--- src/rtl/pwr_pkg.sv ---
package pwr_pkg;
  localparam int DW       = 16;
  localparam int BEW      = DW / 8;
  localparam int SW       = 2;
  localparam int EN_BIT   = 8;
  localparam int STAT_BIT = 15;

  typedef enum logic [SW-1:0] {
    PS_ON   = 2'b00,
    PS_RSVD = 2'b01,
    PS_LOW  = 2'b10,
    PS_OFF  = 2'b11
  } pstate_e;
endpackage

--- src/rtl/pwr_state_ctl.sv ---
module pwr_state_ctl
  import pwr_pkg::*;
(
  input  logic          clk_i,
  input  logic          rst_ni,
  input  logic          we_i,
  input  logic [SW-1:0] wstate_i,
  output pstate_e       state_o,
  output logic          low_pwr_o,
  output logic          dma_en_o,
  output logic          link_en_o,
  output logic          lps_o
);
  pstate_e state_q;

  always_ff @(posedge clk_i or negedge rst_ni) begin
    if (!rst_ni) state_q <= PS_ON;
    else if (we_i && (pstate_e'(wstate_i) != PS_RSVD)) state_q <= pstate_e'(wstate_i);
  end

  always_comb begin
    low_pwr_o = (state_q == PS_LOW) || (state_q == PS_OFF);
    dma_en_o  = !low_pwr_o;
    link_en_o = !low_pwr_o;
    lps_o     = !low_pwr_o;
  end

  assign state_o = state_q;

  assert_rsvd_dropped_R3: assert property (@(posedge clk_i) disable iff (!rst_ni)
    (we_i && wstate_i == 2'b01) |=> $stable(state_q));
endmodule

--- src/rtl/wake_evt.sv ---
module wake_evt (
  input  logic clk_i,
  input  logic rst_ni,
  input  logic low_pwr_i,
  input  logic link_on_i,
  input  logic en_we_i,
  input  logic en_d_i,
  input  logic clr_i,
  output logic en_o,
  output logic stat_o,
  output logic pme_o
);
  logic link_q, en_q, stat_q, set_evt;

  assign set_evt = low_pwr_i && link_on_i && !link_q;

  always_ff @(posedge clk_i or negedge rst_ni) begin
    if (!rst_ni) begin
      link_q <= 1'b0;
      en_q   <= 1'b0;
      stat_q <= 1'b0;
    end else begin
      link_q <= link_on_i;
      if (en_we_i) en_q <= en_d_i;
      // set wins over clear
      if (set_evt)    stat_q <= 1'b1;
      else if (clr_i) stat_q <= 1'b0;
    end
  end

  assign en_o   = en_q;
  assign stat_o = stat_q;
  assign pme_o  = stat_q && en_q;

  assert_set_on_edge_R7: assert property (@(posedge clk_i) disable iff (!rst_ni)
    (low_pwr_i && link_on_i && !link_q) |=> stat_o);
  assert_w1c_R8: assert property (@(posedge clk_i) disable iff (!rst_ni)
    (clr_i && !(low_pwr_i && link_on_i && !link_q)) |=> !stat_o);
  assert_stat_hold_R9: assert property (@(posedge clk_i) disable iff (!rst_ni)
    (stat_o && !clr_i) |=> stat_o);
endmodule

--- src/rtl/dev_pwr_ctl.sv ---
module dev_pwr_ctl
  import pwr_pkg::*;
(
  input  logic           clk_i,
  input  logic           rst_ni,
  input  logic           wr_en_i,
  input  logic [BEW-1:0] be_i,
  input  logic [DW-1:0]  wdata_i,
  output logic [DW-1:0]  rdata_o,
  input  logic           link_on_i,
  output logic           dma_en_o,
  output logic           link_en_o,
  output logic           lps_o,
  output logic           pme_o
);
  logic    lane0_we, lane1_we, low_pwr, en, stat;
  pstate_e state;
  logic    unused_wdata;

  assign lane0_we     = wr_en_i && be_i[0];
  assign lane1_we     = wr_en_i && be_i[1];
  assign unused_wdata = ^{wdata_i[STAT_BIT-1:EN_BIT+1], wdata_i[EN_BIT-1:SW]};

  pwr_state_ctl i_state (
    .clk_i     (clk_i),
    .rst_ni    (rst_ni),
    .we_i      (lane0_we),
    .wstate_i  (wdata_i[SW-1:0]),
    .state_o   (state),
    .low_pwr_o (low_pwr),
    .dma_en_o  (dma_en_o),
    .link_en_o (link_en_o),
    .lps_o     (lps_o)
  );

  wake_evt i_wake (
    .clk_i     (clk_i),
    .rst_ni    (rst_ni),
    .low_pwr_i (low_pwr),
    .link_on_i (link_on_i),
    .en_we_i   (lane0_we),
    .en_d_i    (wdata_i[EN_BIT]),
    .clr_i     (lane1_we && wdata_i[STAT_BIT]),
    .en_o      (en),
    .stat_o    (stat),
    .pme_o     (pme_o)
  );

  always_comb begin
    rdata_o           = '0;
    rdata_o[SW-1:0]   = state;
    rdata_o[EN_BIT]   = en;
    rdata_o[STAT_BIT] = stat;
  end

  assert_lowpwr_off_R5: assert property (@(posedge clk_i) disable iff (!rst_ni)
    rdata_o[1] |-> !(dma_en_o || link_en_o || lps_o));
  assert_pme_match_R10: assert property (@(posedge clk_i) disable iff (!rst_ni)
    pme_o == (rdata_o[STAT_BIT] && rdata_o[EN_BIT]));
  assert_rsvd_zero_R11: assert property (@(posedge clk_i) disable iff (!rst_ni)
    rdata_o[14:9] == '0 && rdata_o[7:2] == '0);
  assert_never_rsvd_R3: assert property (@(posedge clk_i) disable iff (!rst_ni)
    rdata_o[1:0] != 2'b01);
endmodule

--- config.mk ---
export PLATFORM = sky130hd
export DESIGN_NAME = dev_pwr_ctl
export DESIGN_NICKNAME = d
export VERILOG_FILES = /design/src/rtl/pwr_pkg.sv /design/src/rtl/pwr_state_ctl.sv /design/src/rtl/wake_evt.sv /design/src/rtl/dev_pwr_ctl.sv
export SDC_FILE = /design/constraint.sdc
export NUM_CORES = 1
export LEC_CHECK = 0
export ABC_CLOCK_PERIOD_IN_PS = 900
export BUFFER_PORTS_ARGS = -buffer_cell sky130_fd_sc_hd__buf_2
export CAP_MARGIN = 10
export CORE_AREA = 4 4 41 43
export CTS_CLUSTER_DIAMETER = 80
export DETAILED_ROUTE_END_ITERATION = 6
export DIE_AREA = 0 0 45 47
export GPL_TIMING_DRIVEN = 0
export HOLD_SLACK_MARGIN = 0.02
export PLACE_DENSITY = 0.79
export SYNTH_ARGS = -nofsm -noshare
export SYNTH_HDL_FRONTEND = slang
export SYNTH_HIERARCHICAL = 1
export SYNTH_SLANG_ARGS = --single-unit
--- constraint.sdc ---
create_clock -name clk_i -period 0.9 [get_ports clk_i]
set_clock_uncertainty 0.2 [all_clocks]
set_input_delay 0.045 -clock clk_i [delete_from_list [all_inputs] [get_ports clk_i]]
set_output_delay 0.045 -clock clk_i [all_outputs]
set_load 0.01 [all_outputs]
==> results of run 1 <==
==> sequential cells by signal, indices dropped and copies added (netlist names) <==
| signal | cells |
|---|---|
| i_state/state_o | 2 |
| i_wake/en_o | 1 |
| i_wake/link_q | 1 |
| i_wake/stat_o | 1 |
==> worst max path at each step <==
stage / startpoint / endpoint / cells after the start
after floorplan: i_wake/en_o / i_wake/en_o / 1
after global placement: wr_en_i / i_wake/en_o / 3
after detailed placement: wr_en_i / i_wake/en_o / 3
after CTS: i_wake/en_o / pme_o / 2
after global routing: i_wake/en_o / pme_o / 2
final: i_state/state_o[1] / link_en_o / 3
==> tightest hold or removal path: stages <==
cell	delay, ns
buf_2	0.09
nand2_1	0.06
o21ai_2	0.05
==> repair_timing <==
| item | CTS | global route |
|---|---|---|
| resized for setup | 6 | 5 |
| endpoints found under the setup margin | 10 | 12 |
| hold endpoints to repair | 10 | 9 |
| pin swaps | 2 | 1 |
| cloned | 0 | 0 |
| buffers inserted | 4 | 0 |
==> layer usage <==
layer	global-route usage	routed length (um)	part of all wire
met1	0.0759	252	0.33
met2	0.127	401	0.53
met3	0.0115	79	0.10
met4	0.105	19	0.025
met5	0	0	0
==> area by class of cell <==
| cell class | count | area (um2) | share of cell area |
|---|---|---|---|
| timing repair buffer | 23 | 174 | 0.285 |
| buffer | 17 | 131 | 0.215 |
| multi-input combinational | 23 | 128 | 0.209 |
| sequential | 5 | 125 | 0.205 |
| clock buffer | 4 | 26.3 | 0.0430 |
| tap | 15 | 18.8 | 0.0307 |
| inverter | 2 | 7.51 | 0.0123 |
==> cells in the final DEF (no fill, tap or decap) <==
cell type / n
inv_1: 1
clkbuf_1: 2
and3_1: 1
inv_2: 1
mux2_4: 1
o21ai_2: 1
dlygate4sd3_1: 2
and2b_1: 1
nor2_1: 1
buf_4: 16
o22ai_2: 1
dfrtp_1: 5
clkbuf_4: 3
nand2_1: 2
conb_1: 12
and2_1: 2
a21oi_2: 1
buf_6: 9
buf_2: 12
==> metrics by stage <==
step | setup WS, ns | hold WS [ns]
after global placement | -0.0626 | -0.343
final | -0.259 | -0.158
after global routing | -0.289 | -0.155
after floorplan | -0.0392 | -0.451
after CTS | -0.255 | -0.164
after detailed placement | -0.0730 | -0.336
==> report_power, final <==
group / internal (mW) / switching, mW / total (mW)
clock network: 0.167 / 0.0870 / 0.254
registers: 0.258 / 0.0226 / 0.281
logic: 0.259 / 0.153 / 0.412
total: 0.685 / 0.262 / 0.947
==> cell families (layout without fill, tap and decap cells) <==
kind of cell,Yosys count,in the layout,synth area share
multiplexers,1,1,0.0451
buffers and inverters,19,46,0.395
other,1,12,0.0113
flip-flops,5,5,0.376
AND/OR/NAND/NOR,7,7,0.113
AO/OA/AOI/OAI,3,3,0.0602
==> results.json, run 1 <==
{
  "grt_max_degree": 6,
  "dieWidth_um": 45,
  "rsz0062_at_grt": "true",
  "synth_commonest_cells": "buf_4, dfrtp_1, and2_1, inv_1, nand2_1",
  "wl_um": 753,
  "drtPass1Iterations": 1,
  "total_leakage_power_nw": 0.357,
  "dp_hpwl_um": 677,
  "clkLatencyLatePin_ns": 0.23,
  "synthTopCellsByArea": "dfrtp_1, buf_4, mux2_4",
  "grt_use_total": 0.0785,
  "finalHoldViolations": 9,
  "path_max_fanout": 4,
  "crit_buf_inv": 3,
  "cts_made_buffers": 3,
  "wl_per_cell_um": 8.46,
  "setup-tns-final_ns": -2.12,
  "p_per_area_nw_per_um2": 1550,
  "ys.warnings.count": 6,
  "async_flop_share": 1.00,
  "final_net_count": 97,
  "core-area_um2": 1300,
  "synth_edf_count": 0,
  "path_cells": "inv_2, buf_6, buf_6",
  "syn-instance-count": 36,
  "grt_pass1_wl_um": 1100,
  "final_util": 0.469,
  "status": "finished with violations",
  "whs_ns": -0.158,
  "hold_path_depth": 3,
  "min_from": "wdata_i[1]",
  "cpLargestDelayFamily": "flip-flops",
  "detail-route-antenna-nets": 0,
  "final_area_um2": 611,
  "io_buffers": 17,
  "synth_area_um2": 333,
  "vias": 301,
  "required_ns": 0.65,
  "synthFlopType": "dfrtp_1",
  "final_cells": 89,
  "setup_slack_ns": -0.259,
  "path_class": "reg2out",
  "areaGrowthSynthToFinish_pct": 83.5,
  "fmax_ghz": 0.863,
  "grt_antenna_before_repair": 0,
  "clkSinkCount": 5,
  "via_per_inst": 3.38,
  "period_needed_ns": 1.16,
  "path_clk_slew_ns": 0.04,
  "crit_arrival_ns": 0.91,
  "dp_cells": 79,
  "critPathMaxStageDelay_ns": 0.39,
  "dpl_cell_area_um2": 478,
  "drt-initial-drc-count": 0,
  "yosysMostFrequentCell": "buf_4",
  "avgSynthCellArea_um2": 9.24,
  "crit_top_cell": "buf_6",
  "r2r-end": "i_wake/en_o",
  "synth_top_area_frac": 0.376,
  "diodes": 0,
  "finalMaxSlewViolations": 0,
  "cp-end-kind": "primary output",
  "grt_overflow_total": 0,
  "n_fill_cell": 129,
  "htreeDepth": 1,
  "yosysTopAreaCell": "dfrtp_1",
  "worstReg2RegStart": "i_wake/en_o",
  "ctsHoldBuffers": 2,
  "cts_root_buf": "clkbuf_4",
  "ios": 42,
  "cts_tree": "yes",
  "drv_cap": 0,
  "critPathLaunchType": "register",
  "rows": 13,
  "holdPathEnd": "i_state/state_o[1]",
  "hold_class": "in2reg",
  "violations": "hold timing, setup timing",
  "r2r_cells": 2,
  "place_congestion": 0.608,
  "timing.final.crit_share": 1.29,
  "ir_drop_mv": 0.444,
  "rrSetupSlack_ns": -0.18,
  "final-setup-viol-count": 12,
  "synth_cell_types": 14,
  "drcViolationCount": 0,
  "grt_pass1_vias": 283,
  "p_total_uw": 947,
  "die_area_um2": 2120,
  "cts_buffer_depth": 2,
  "synth_seq_cells": 5,
  "die_h_um": 47,
  "synth_seq_area_share": 0.376,
  "cp_slowest_cell": "dfrtp_1",
  "start_util": 0.256,
  "drive_gt1_frac": 0.608
}
(Power assumes the default switching activity.)
==> inputs of run 2 (changes only) <==
--- a/config.mk
+++ b/config.mk
@@ -12,9 +12,11 @@
 export CTS_CLUSTER_DIAMETER = 80
 export DETAILED_ROUTE_END_ITERATION = 6
 export DIE_AREA = 0 0 45 47
+export GPL_ROUTABILITY_DRIVEN = 0
 export GPL_TIMING_DRIVEN = 0
 export HOLD_SLACK_MARGIN = 0.02
 export PLACE_DENSITY = 0.79
+export SLEW_MARGIN = 20
 export SYNTH_ARGS = -nofsm -noshare
 export SYNTH_HDL_FRONTEND = slang
 export SYNTH_HIERARCHICAL = 1
==> constraint.sdc (replaced) <==
create_clock -name clk_i -period 0.9 [get_ports clk_i]
set_clock_uncertainty 0.2 [all_clocks]
set_input_delay 0.18 -clock clk_i [delete_from_list [all_inputs] [get_ports clk_i]]
set_output_delay 0.18 -clock clk_i [all_outputs]
set_load 0.01 [all_outputs]
==> results.json, run 2 (synthesized netlist as in run 1, its figures left out) <==
{
  "drt-initial-drc-count": 1,
  "path_max_fanout": 4,
  "die_h_um": 47,
  "setup_slack_ns": -0.379,
  "cts_root_buf": "clkbuf_4",
  "clkSinkCount": 5,
  "drive_gt1_frac": 0.649,
  "critPathLaunchType": "register",
  "final-setup-viol-count": 12,
  "final_area_um2": 612,
  "htreeDepth": 1,
  "final_cells": 89,
  "p_total_uw": 968,
  "cp-end-kind": "primary output",
  "rsz0062_at_grt": "true",
  "violations": "hold timing, setup timing",
  "hold_class": "in2reg",
  "dp_cells": 79,
  "cts_made_buffers": 3,
  "grt_antenna_before_repair": 0,
  "dp_hpwl_um": 636,
  "crit_arrival_ns": 0.90,
  "clkLatencyLatePin_ns": 0.24,
  "grt_use_total": 0.0859,
  "ctsHoldBuffers": 1,
  "period_needed_ns": 1.28,
  "grt_pass1_wl_um": 1170,
  "drv_cap": 0,
  "final_net_count": 97,
  "wl_um": 836,
  "fmax_ghz": 0.782,
  "worstReg2RegStart": "i_wake/en_o",
  "busiest_layer": "met2",
  "vias": 314,
  "drcViolationCount": 0,
  "grt_use_met3": 0,
  "ir_drop_mv": 0.459,
  "final_cell_mix": "buf_4, conb_1, buf_2",
  "finalMaxSlewViolations": 0,
  "path_class": "reg2out",
  "final_common_cell": "buf_4",
  "die_area_um2": 2120,
  "timing.final.crit_share": 1.42,
  "areaGrowthSynthToFinish_pct": 83.8,
  "largest_reg_flops": 2,
  "io_buffers": 17,
  "detail-route-antenna-nets": 0,
  "grt_max_degree": 6,
  "p_per_area_nw_per_um2": 1580,
  "via_per_inst": 3.53,
  "total_leakage_power_nw": 0.361,
  "diodes": 0,
  "dieWidth_um": 45,
  "core-area_um2": 1300,
  "min_from": "link_on_i",
  "gr-usage-met1": 0.0673,
  "use_met2": 0.155,
  "required_ns": 0.52,
  "drtPass1Iterations": 3,
  "path_clk_slew_ns": 0.04,
  "finalHoldViolations": 4,
  "start_util": 0.256,
  "cts_buffer_depth": 2,
  "whs_ns": -0.133,
  "cts_tree": "yes",
  "rrSetupSlack_ns": -0.21,
  "dpl_cell_area_um2": 483,
  "wl_per_cell_um": 9.39,
  "ios": 42,
  "grt_pass1_vias": 312,
  "grt_overflow_total": 0,
  "rows": 13,
  "cp-startpoint": "i_state/state_o[1]",
  "status": "finished with violations"
}
-- run 2: changes by cell type in the layout (fill, tap and decap cells not counted), sizes merged --
| cell | previous run | this run |
|---|---|---|
| buf | 37 | 38 |
| dlygate4sd3 | 2 | 1 |
-- run 2: per-stage QoR --
stage               setup WS (ns)  setup TNS (ns)  utilization  hold WS [ns]
global placement           -0.157           -1.09        0.371        -0.207
detailed placement         -0.166           -1.18        0.371        -0.204
global route               -0.420           -3.66        0.470        -0.139
finish                     -0.379           -3.25        0.470        -0.133
floorplan                  -0.127          -0.334            -        -0.316
CTS                        -0.388           -3.13        0.451        -0.141
-- run 2: final timing paths --
kind,to,cells after the start
worst max-delay path,link_en_o,3
worst min-delay path,i_wake/link_q,1
worst max register to register,i_wake/en_o,2
worst min register to register,i_wake/stat_o,1
max in group asynchronous,i_wake/en_o,2
min in group asynchronous,i_state/state_o[1],2
-- run 2: repair_timing --
item                                   4_1_cts  5_1_grt
gates resized for setup                      8        2
pin swaps                                    1        0
setup endpoints to repair                    9       11
setup buffers                                3        2
endpoints found under the hold margin       10        4
-- run 2: cell type report --
| type | instances | area [um2] |
|---|---|---|
| flip-flops and latches | 5 | 125 |
| repair buffers | 23 | 170 |
| multi-input cells | 23 | 133 |
| well taps | 15 | 18.8 |
| clock buffers | 4 | 26.3 |
| inverters | 2 | 7.51 |
| fillers | 141 | 689 |
| plain buffers | 17 | 131 |
-- run 2: routing by layer --
metal / vias up / part of all wire
met3: 2 / 0.090
met5: - / 0
met2: 21 / 0.55
met4: 0 / 0.032
met1: 132 / 0.33
li1: 159 / -
-- run 2: power breakdown --
part	internal, mW	switching, mW
Clock	0.167	0.0894
Combinational	0.273	0.157
Sequential	0.258	0.0233
-- run 2: critical path, cell delays in order, from the launching register on --
cell and delay, ns:
dfrtp_1 0.38, inv_2 0.09, buf_4 0.11, buf_6 0.09
==> inputs of run 3 (changes only) <==
--- a/config.mk
+++ b/config.mk
@@ -5,17 +5,18 @@
 export SDC_FILE = /design/constraint.sdc
 export NUM_CORES = 1
 export LEC_CHECK = 0
+export ABC_AREA = 1
 export ABC_CLOCK_PERIOD_IN_PS = 900
 export BUFFER_PORTS_ARGS = -buffer_cell sky130_fd_sc_hd__buf_2
 export CAP_MARGIN = 10
-export CORE_AREA = 4 4 41 43
+export CORE_MARGIN = 4
+export CORE_UTILIZATION = 27
 export CTS_CLUSTER_DIAMETER = 80
 export DETAILED_ROUTE_END_ITERATION = 6
-export DIE_AREA = 0 0 45 47
 export GPL_ROUTABILITY_DRIVEN = 0
 export GPL_TIMING_DRIVEN = 0
 export HOLD_SLACK_MARGIN = 0.02
-export PLACE_DENSITY = 0.79
+export PLACE_DENSITY = 0.82
 export SLEW_MARGIN = 20
 export SYNTH_ARGS = -nofsm -noshare
 export SYNTH_HDL_FRONTEND = slang
==> results.json, run 3 <==
{
  "drive_gt1_frac": 0.500,
  "min_from": "link_on_i",
  "synth_edf_count": 0,
  "cp-startpoint": "i_state/state_o[1]",
  "rrSetupSlack_ns": -0.26,
  "areaGrowthSynthToFinish_pct": 68.7,
  "ios": 42,
  "drt-initial-drc-count": 3,
  "path_clk_slew_ns": 0.04,
  "required_ns": 0.52,
  "worstReg2RegStart": "i_state/state_o[1]",
  "die_h_um": 44.1,
  "clkSinkCount": 5,
  "grt_pass1_vias": 283,
  "synthTopCellsByArea": "dfrtp_1, buf_4, nand2_1",
  "synth_seq_area_share": 0.356,
  "fmax_ghz": 0.791,
  "grt_overflow_total": 0,
  "ir_drop_mv": 0.496,
  "cp_slowest_cell": "dfrtp_1",
  "grt_max_degree": 6,
  "final_common_cell": "buf_4",
  "grt_antenna_before_repair": 0,
  "cpLargestDelayFamily": "flip-flops",
  "final_net_count": 107,
  "vias": 330,
  "die_area_um2": 1940,
  "clkLatencyLatePin_ns": 0.23,
  "finalHoldViolations": 3,
  "dp_hpwl_um": 591,
  "dieWidth_um": 44.1,
  "synth_commonest_cells": "buf_4, nand2_1, inv_1",
  "whs_ns": -0.129,
  "cp-end-kind": "primary output",
  "detail-route-antenna-nets": 0,
  "cts_tree": "yes",
  "yosysTopAreaCell": "dfrtp_1",
  "rsz0062_at_grt": "true",
  "async_flop_share": 1.00,
  "crit_buf_inv": 3,
  "wl_per_cell_um": 7.49,
  "ctsHoldBuffers": 1,
  "ys.warnings.count": 6,
  "core-area_um2": 1170,
  "avgSynthCellArea_um2": 7.32,
  "syn-instance-count": 48,
  "cts_buffer_depth": 2,
  "cts_root_buf": "clkbuf_4",
  "wl_um": 734,
  "critPathLaunchType": "register",
  "path_max_fanout": 3,
  "rows": 12,
  "cts_made_buffers": 3,
  "synth_seq_cells": 5,
  "largest_reg_flops": 2,
  "critPathMaxStageDelay_ns": 0.38,
  "hold_class": "in2reg",
  "synthFlopType": "dfrtp_1",
  "synth_top_area_frac": 0.356,
  "drcViolationCount": 0,
  "diodes": 0,
  "synth_cell_types": 9,
  "drv_cap": 0,
  "yosysMostFrequentCell": "buf_4",
  "htreeDepth": 1,
  "crit_arrival_ns": 0.88,
  "grt_use_total": 0.0817,
  "dp_slack_ns": -0.157,
  "grt_pass1_wl_um": 1070,
  "via_per_inst": 3.37,
  "finalMaxSlewViolations": 0,
  "synth_area_um2": 352,
  "path_cells": "inv_2, buf_4, buf_6",
  "status": "finished with violations",
  "timing.final.crit_share": 1.40,
  "io_buffers": 17,
  "period_needed_ns": 1.26,
  "path_class": "reg2out",
  "total_leakage_power_nw": 0.388,
  "final_cell_mix": "buf_4, nand2_1, conb_1, buf_2, inv_1",
  "violations": "hold timing, setup timing",
  "setup_slack_ns": -0.364,
  "start_util": 0.300,
  "p_per_area_nw_per_um2": 1530,
  "drtPass1Iterations": 4,
  "final-setup-viol-count": 11
}
## run 3: final timing paths
path | to | cells after the start
setup reg to reg | i_wake/stat_o | 5
hold reg to reg | i_wake/stat_o | 3
hold / removal | i_wake/link_q | 1
setup / recovery | lps_o | 3
min in group asynchronous | i_state/state_o[0] | 2
max in group asynchronous | i_wake/en_o | 2
## run 3: timing repair
item | 4_1_cts | 5_1_grt
gates resized for setup | 7 | 1
buffers inserted | 2 | 1
setup endpoints to repair | 9 | 12
pin swaps | 1 | 2
hold endpoints to repair | 9 | 4
cloned | 0 | 0
## run 3: kinds of logic after synthesis
| kind of cell | share of synthesized area |
|---|---|
| buf+inv | 0.459 |
| flops | 0.356 |
| simple gates | 0.160 |
| other cells | 0.0107 |
| compound gates | 0.0142 |
## run 3: cell type report
| type | count | area (um2) |
|---|---|---|
| Multi-Input combinational cell | 27 | 106 |
| Buffer | 17 | 131 |
| Inverter | 10 | 37.5 |
| Sequential cell | 5 | 125 |
| Clock buffer | 4 | 26.3 |
| Timing Repair Buffer | 21 | 149 |
| Fill cell | 118 | 578 |
| Tap cell | 14 | 17.5 |
## run 3: through the flow
stage	area (um2)	utilization	instances	total power, mW	setup TNS [ns]
global placement	495	0.423	90	0.552	-0.711
global route	593	0.506	98	0.972	-3.49
CTS	579	0.495	97	0.897	-2.80
floorplan	393	-	59	0.469	-0.274
finish	593	0.506	98	0.906	-3.05
detailed placement	495	0.423	90	0.559	-0.781
## run 3: per-layer routing
metal | GRT usage | vias to the layer above | routed length (um)
li1 | - | 179 | -
met1 | 0.0760 | 130 | 269
met2 | 0.134 | 19 | 369
met3 | 0.0122 | 2 | 74
met4 | 0.108 | 0 | 19
met5 | 0 | - | 0
## run 3: where the power goes
group          switching (mW)  total (mW)  internal, mW  leakage [nW]
Combinational           0.153       0.376         0.223         0.314
Clock                  0.0834       0.250         0.167        0.0150
Sequential             0.0223       0.280         0.258        0.0588
